**config.mk**
```make
export PLATFORM = sky130hd
export DESIGN_NAME = ttag_counter
export DESIGN_NICKNAME = d
export VERILOG_FILES = /design/src/rtl/ttag_pkg.sv /design/src/rtl/ttag_prescaler.sv /design/src/rtl/ttag_extsync.sv /design/src/rtl/ttag_capture.sv /design/src/rtl/ttag_counter.sv
export SDC_FILE = /design/constraint.sdc
export NUM_CORES = 1
export LEC_CHECK = 0
export CAP_MARGIN = 40
export CORE_MARGIN = 2
export CORE_UTILIZATION = 30
export DETAILED_ROUTE_END_ITERATION = 10
export GPL_TIMING_DRIVEN = 0
export PLACE_DENSITY = 0.6
export REMOVE_ABC_BUFFERS = 1
export SLEW_MARGIN = 5
export SYNTH_ARGS = -nofsm -noshare
export SYNTH_HDL_FRONTEND = slang
export SYNTH_HIERARCHICAL = 1
export SYNTH_SLANG_ARGS = --single-unit
```
**constraint.sdc**
```tcl
create_clock -name clk -period 3.9 [get_ports clk]
set_input_delay 0.39 -clock clk [delete_from_list [all_inputs] [get_ports clk]]
set_output_delay 0.39 -clock clk [all_outputs]
set_load 0.02 [all_outputs]
```
**src/rtl/ttag_pkg.sv**
```systemverilog
package ttag_pkg;
    typedef enum logic [1:0] {
        CAP_IDLE   = 2'd0,
        CAP_FULL   = 2'd1,
        CAP_QUEUED = 2'd2
    } cap_state_e;

    localparam int SEL_W = 3;

    function automatic logic sel_is_ext(input logic [SEL_W-1:0] sel);
        return sel[2] & sel[1];
    endfunction
endpackage

```
**src/rtl/ttag_prescaler.sv**
```systemverilog
module ttag_prescaler #(
    parameter int CLK_PER_US  = 50,
    parameter int MAX_RES_LOG = 6
) (
    input  logic       clk,
    input  logic       rst_n,
    input  logic       restart,
    input  logic [2:0] sel,
    output logic       tick
);
    localparam int US_W  = (CLK_PER_US > 1) ? $clog2(CLK_PER_US) : 1;
    localparam int RES_W = MAX_RES_LOG;

    logic [US_W-1:0]  us_cnt;
    logic [RES_W-1:0] res_cnt;
    logic [RES_W-1:0] res_last;
    logic [RES_W:0]   span;
    logic             us_pulse;

    always_comb begin
        span     = (RES_W+1)'(2) << sel;
        res_last = span[RES_W-1:0] - RES_W'(1);
        us_pulse = (us_cnt == US_W'(CLK_PER_US - 1));
        tick     = us_pulse && (res_cnt == res_last) && !restart;
    end

    always_ff @(posedge clk or negedge rst_n) begin
        if (!rst_n) begin
            us_cnt  <= '0;
            res_cnt <= '0;
        end else if (restart) begin
            us_cnt  <= '0;
            res_cnt <= '0;
        end else if (us_pulse) begin
            us_cnt  <= '0;
            res_cnt <= (res_cnt == res_last) ? '0 : res_cnt + RES_W'(1);
        end else begin
            us_cnt  <= us_cnt + US_W'(1);
        end
    end
endmodule

```
**src/rtl/ttag_extsync.sv**
```systemverilog
module ttag_extsync (
    input  logic clk,
    input  logic rst_n,
    input  logic async_in,
    output logic rise
);
    logic meta_q, sync_q, prev_q;

    always_ff @(posedge clk or negedge rst_n) begin
        if (!rst_n) begin
            meta_q <= 1'b0;
            sync_q <= 1'b0;
            prev_q <= 1'b0;
        end else begin
            meta_q <= async_in;
            sync_q <= meta_q;
            prev_q <= sync_q;
        end
    end

    assign rise = sync_q & ~prev_q;
endmodule

```
**src/rtl/ttag_capture.sv**
```systemverilog
module ttag_capture
    import ttag_pkg::*;
#(
    parameter int CNT_W = 16
) (
    input  logic             clk,
    input  logic             rst_n,
    input  logic             som,
    input  logic             eom,
    input  logic             ack,
    input  logic [CNT_W-1:0] count,
    output logic             valid,
    output logic [CNT_W-1:0] data,
    output logic             is_eom
);
    cap_state_e       state, state_nx;
    logic             evt, evt_kind;
    logic [CNT_W-1:0] pend_data;
    logic             pend_eom;

    assign evt      = som | eom;
    assign evt_kind = eom & ~som;

    always_ff @(posedge clk or negedge rst_n) begin
        if (!rst_n) state <= CAP_IDLE;
        else        state <= state_nx;
    end

    always_comb begin
        state_nx = state;
        unique case (state)
            CAP_IDLE:   if (evt) state_nx = CAP_FULL;
            CAP_FULL:   if (ack && !evt) state_nx = CAP_IDLE;
                        else if (!ack && evt) state_nx = CAP_QUEUED;
            CAP_QUEUED: if (ack && !evt) state_nx = CAP_FULL;
            default:    state_nx = CAP_IDLE;
        endcase
    end

    always_ff @(posedge clk or negedge rst_n) begin
        if (!rst_n) begin
            data      <= '0;
            is_eom    <= 1'b0;
            pend_data <= '0;
            pend_eom  <= 1'b0;
        end else begin
            unique case (state)
                CAP_IDLE: if (evt) begin
                    data   <= count;
                    is_eom <= evt_kind;
                end
                CAP_FULL: if (evt) begin
                    if (ack) begin
                        data   <= count;
                        is_eom <= evt_kind;
                    end else begin
                        pend_data <= count;
                        pend_eom  <= evt_kind;
                    end
                end
                CAP_QUEUED: if (ack) begin
                    data   <= pend_data;
                    is_eom <= pend_eom;
                    if (evt) begin
                        pend_data <= count;
                        pend_eom  <= evt_kind;
                    end
                end
                default: ;
            endcase
        end
    end

    assign valid = (state != CAP_IDLE);
endmodule

```
**src/rtl/ttag_counter.sv**
```systemverilog
module ttag_counter
    import ttag_pkg::*;
#(
    parameter int CLK_PER_US  = 50,
    parameter int CNT_W       = 16,
    parameter int MAX_RES_LOG = 6
) (
    input  logic             clk,
    input  logic             rst_n,
    input  logic             host_load,
    input  logic [CNT_W-1:0] host_wdata,
    output logic [CNT_W-1:0] count_o,
    input  logic             cfg_wr,
    input  logic [SEL_W-1:0] cfg_sel,
    input  logic             ext_tclk,
    input  logic             som,
    input  logic             eom,
    output logic             stk_valid,
    output logic [CNT_W-1:0] stk_data,
    output logic             stk_is_eom,
    input  logic             stk_ack,
    output logic             rollover
);
    logic [SEL_W-1:0] sel_q;
    logic [CNT_W-1:0] cnt_q;
    logic             int_tick, ext_rise, step, restart;

    assign restart = host_load | cfg_wr;

    ttag_prescaler #(
        .CLK_PER_US (CLK_PER_US),
        .MAX_RES_LOG(MAX_RES_LOG)
    ) pre_i (
        .clk    (clk),
        .rst_n  (rst_n),
        .restart(restart),
        .sel    (sel_q),
        .tick   (int_tick)
    );

    ttag_extsync ext_i (
        .clk     (clk),
        .rst_n   (rst_n),
        .async_in(ext_tclk),
        .rise    (ext_rise)
    );

    assign step = !restart && (sel_is_ext(sel_q) ? ext_rise : int_tick);

    always_ff @(posedge clk or negedge rst_n) begin
        if (!rst_n) begin
            sel_q    <= '0;
            cnt_q    <= '0;
            rollover <= 1'b0;
        end else begin
            if (cfg_wr) sel_q <= cfg_sel;
            rollover <= step && (cnt_q == {CNT_W{1'b1}});
            if (host_load) cnt_q <= host_wdata;
            else if (step) cnt_q <= cnt_q + CNT_W'(1);
        end
    end

    assign count_o = cnt_q;

    ttag_capture #(.CNT_W(CNT_W)) cap_i (
        .clk   (clk),
        .rst_n (rst_n),
        .som   (som),
        .eom   (eom),
        .ack   (stk_ack),
        .count (cnt_q),
        .valid (stk_valid),
        .data  (stk_data),
        .is_eom(stk_is_eom)
    );
endmodule

```
==> impl_metrics.toml <==
[die]
start_util_pct = 31.1
coreArea_um2 = 12200
die_w_um = 116
io_pins = 62
die_h_um = 116
dieArea_um2 = 13500
num_rows = 40

[routing]
final_antenna_net_count = 0
drtIter0Drc = 123
drc_errors = 0
wl_per_cell_um = 14.8
vias = 2598
first_pass_iters = 4
vias_per_cell = 4.78
wirelength_um = 8060

[grt]
grt_pass1_vias = 2570
grtUsageMet2_pct = 19.4
antenna_found_initial = 0
grt_usage_pct = 12.8
grt_max_degree = 63
grt_pass1_wl_um = 13300
grt-ovfl-total = 0
grt-busiest-layer = "met2"
grt_use_met1_pct = 17.9
gr-usage-met3_pct = 3.48

[setup_path]
reg2regPathDepth = 10
r2r_end = "rollover$_DFF_PN0_"
worstPathMaxFanout = 12
critPathArrivalTime_ps = 4030
start_kind = "flip-flop"
endpoint_kind = "flip-flop"
crit_start = "sel_q[2]$_DFFE_PN0P_"
cp.required_ps = 4150
crit_type = "reg2reg"
rrSetupSlack_ps = 120
r2r_start = "sel_q[2]$_DFFE_PN0P_"

[clock_network]
clkTransAtPathRegs_ps = 50
cts.sinks = 71
cts_tree = "done"
cts_buffers = 9
clock-root-buffer = "clkbuf_16"
clock_latency_ps = 320
cts_max_level = 3
cts_buffer_depth = 2

[sta]
worst_slew_pin_slew_ps = 879
relSlewSlack_pct = 41.2
fmax_ghz = 0.265
slew_violations = 0
final_hold_viol_count = 0
setup_viol = 0
rsz0062_at_grt = "yes"
layout_min_cycle_time_ps = 3780
skew_ps = 4.72
timing.final.crit_share_pct = 96.9

[min_path]
whs_path_depth = 0
hold_path_startpoint = "ext_i/meta_q$_DFF_PN0_"
hp-class = "reg2reg"
hold_path_end = "ext_i/sync_q$_DFF_PN0_"

[logic_synthesis]
syn_area_um2 = 3780
yosys_most_used_dff = "dfrtp_1"
yosysUniqueCellTypes = 61
synth_edf_count = 0
syn_avg_cell_area_um2 = 12.3
syn-instance-count = 307
synth_top_area_share_pct = 47.0
ys_ff_latch = 71
synth_warnings = 6
synthArstFlopShare_pct = 100
yosys.area.top_type = "dfrtp_1"
synthTopCellsByArea = "dfrtp_1, mux2_2, mux2_4"
yosysSeqAreaShare_pct = 47.0

[final_layout]
fin_util_pct = 39.7
mostFrequentLayoutCells = "dfrtp_1, clkdlybuf4s50_1, mux2_2"
final_net_count = 405
final_common_cell = "dfrtp_1"
diodes = 0
area_delta_synth_final_pct = 27.7
layout-drive-gt1-share_pct = 25.1

[placement]
place_congestion = 0.710
dp_hpwl_um = 5750
portBuffers = 61

[pwr]
ir_worst_vdd_v = 0.000251
power_uw = 2930
p_leak_uw = 0.00198
power_density_nw_per_um2 = 607

[run]
maxCapViolCount = 0

[outcome]
status = "completed"
==> worst max-delay path by stage <==
stage	endpoint	depth (start not counted)
3_3_place_gp	cap_i/data[9]$_DFFE_PN0P_	1
6_report	rollover$_DFF_PN0_	10
3_5_place_dp	rollover$_DFF_PN0_	10
4_1_cts	rollover$_DFF_PN0_	10
5_1_grt	count_o[15]$_DFFE_PN0P_	10
2_1_floorplan	rollover$_DFF_PN0_	10
==> cells in the mapped netlist (2+ instances only) <==
cell      instances
a211o_1           2
a21o_1            3
a21oi_1           4
a22o_1            3
buf_12            2
buf_2             2
buf_6             4
clkbuf_1          3
dfrtp_1          71
ha_1              6
inv_1             5
mux2_2           33
mux2_4           20
nand2_1          23
nand2b_1          6
nand3_1          13
nand4_1           4
nor2_1           17
nor2b_1           2
nor2b_4           2
nor3b_1           2
o211ai_1          7
o21ai_0           5
o311ai_0          4
o311ai_1          5
o31ai_1           2
o41ai_1           2
or2_1             2
or2_2             5
or4_1             3
or4_4             2
xnor2_1           8
xor2_1            7
==> where the power goes <==
part	internal, uW	switching, uW	total, uW
Combinational	646	437	1080
Sequential	946	159	1100
Clock	457	283	740
Total	2050	878	2930
==> critical path: stages (launching register included) <==
cell and delay (ps):
dfrtp_2 470, or3_2 520, ha_1 270, o211a_1 160, or4_4 520, a2111oi_4 370, nor2b_1 160, a21bo_2 260
a21o_2 310, or4_1 540, nor2_1 110
==> sequential cells by signal (all words and copies together), names as in the netlist <==
register,cells
cap_i/pend_eom,1
ext_i/sync_q,1
count_o,16
cap_i/is_eom,1
pre_i/us_cnt,6
cap_i/data,16
ext_i/meta_q,1
cap_i/state,2
sel_q,3
cap_i/pend_data,16
rollover,1
pre_i/res_cnt,6
ext_i/prev_q,1
==> through the flow <==
step	setup slack (ps)	cells	setup TNS, ps	hold WS [ps]	cell area (um^2)
4_1_cts	22.5	542	0	371	4810
3_5_place_dp	19.7	527	0	240	4530
6_report	122	543	0	363	4820
3_3_place_gp	-118	525	-8090	341	4490
5_1_grt	-11.4	543	-20.7	382	4820
2_1_floorplan	322	296	0	94.4	3670
==> area by class of cell <==
type / instances / area [um^2]
clock inverter: 1 / 5.00
tap: 168 / 210
timing repair buffer: 65 / 668
fill: 1207 / 7340
sequential: 71 / 1780
clock buffer: 13 / 260
inverter: 5 / 18.8
multi-input combinational: 220 / 1880
==> what timing repair did <==
| item | in CTS | in global routing |
|---|---|---|
| hold buffers | 1 | 0 |
| endpoints found under the setup margin | 0 | 9 |
| buffers inserted | 0 | 1 |
| hold endpoints to repair | 9 | 0 |
| gates resized for setup | 0 | 3 |
==> kinds of logic after synthesis <==
family / count (synthesis) / share of synthesized area [%]
buf+inv: 16 / 3.31
compound gates: 50 / 11.6
xor+xnor: 15 / 3.48
simple gates: 96 / 14.8
fa+ha+maj: 6 / 1.99
flops: 71 / 47.0
mux: 53 / 17.8
==> metal layers <==
| layer | vias up | part of all wire, % | wire [um] |
|---|---|---|---|
| met3 | 7 | 4.1 | 331 |
| li1 | 1260 | - | - |
| met2 | 52 | 45 | 3590 |
| met5 | - | 0 | 0 |
| met1 | 1279 | 50 | 4040 |
| met4 | 0 | 1.2 | 100 |
(Power assumes the default switching activity.)
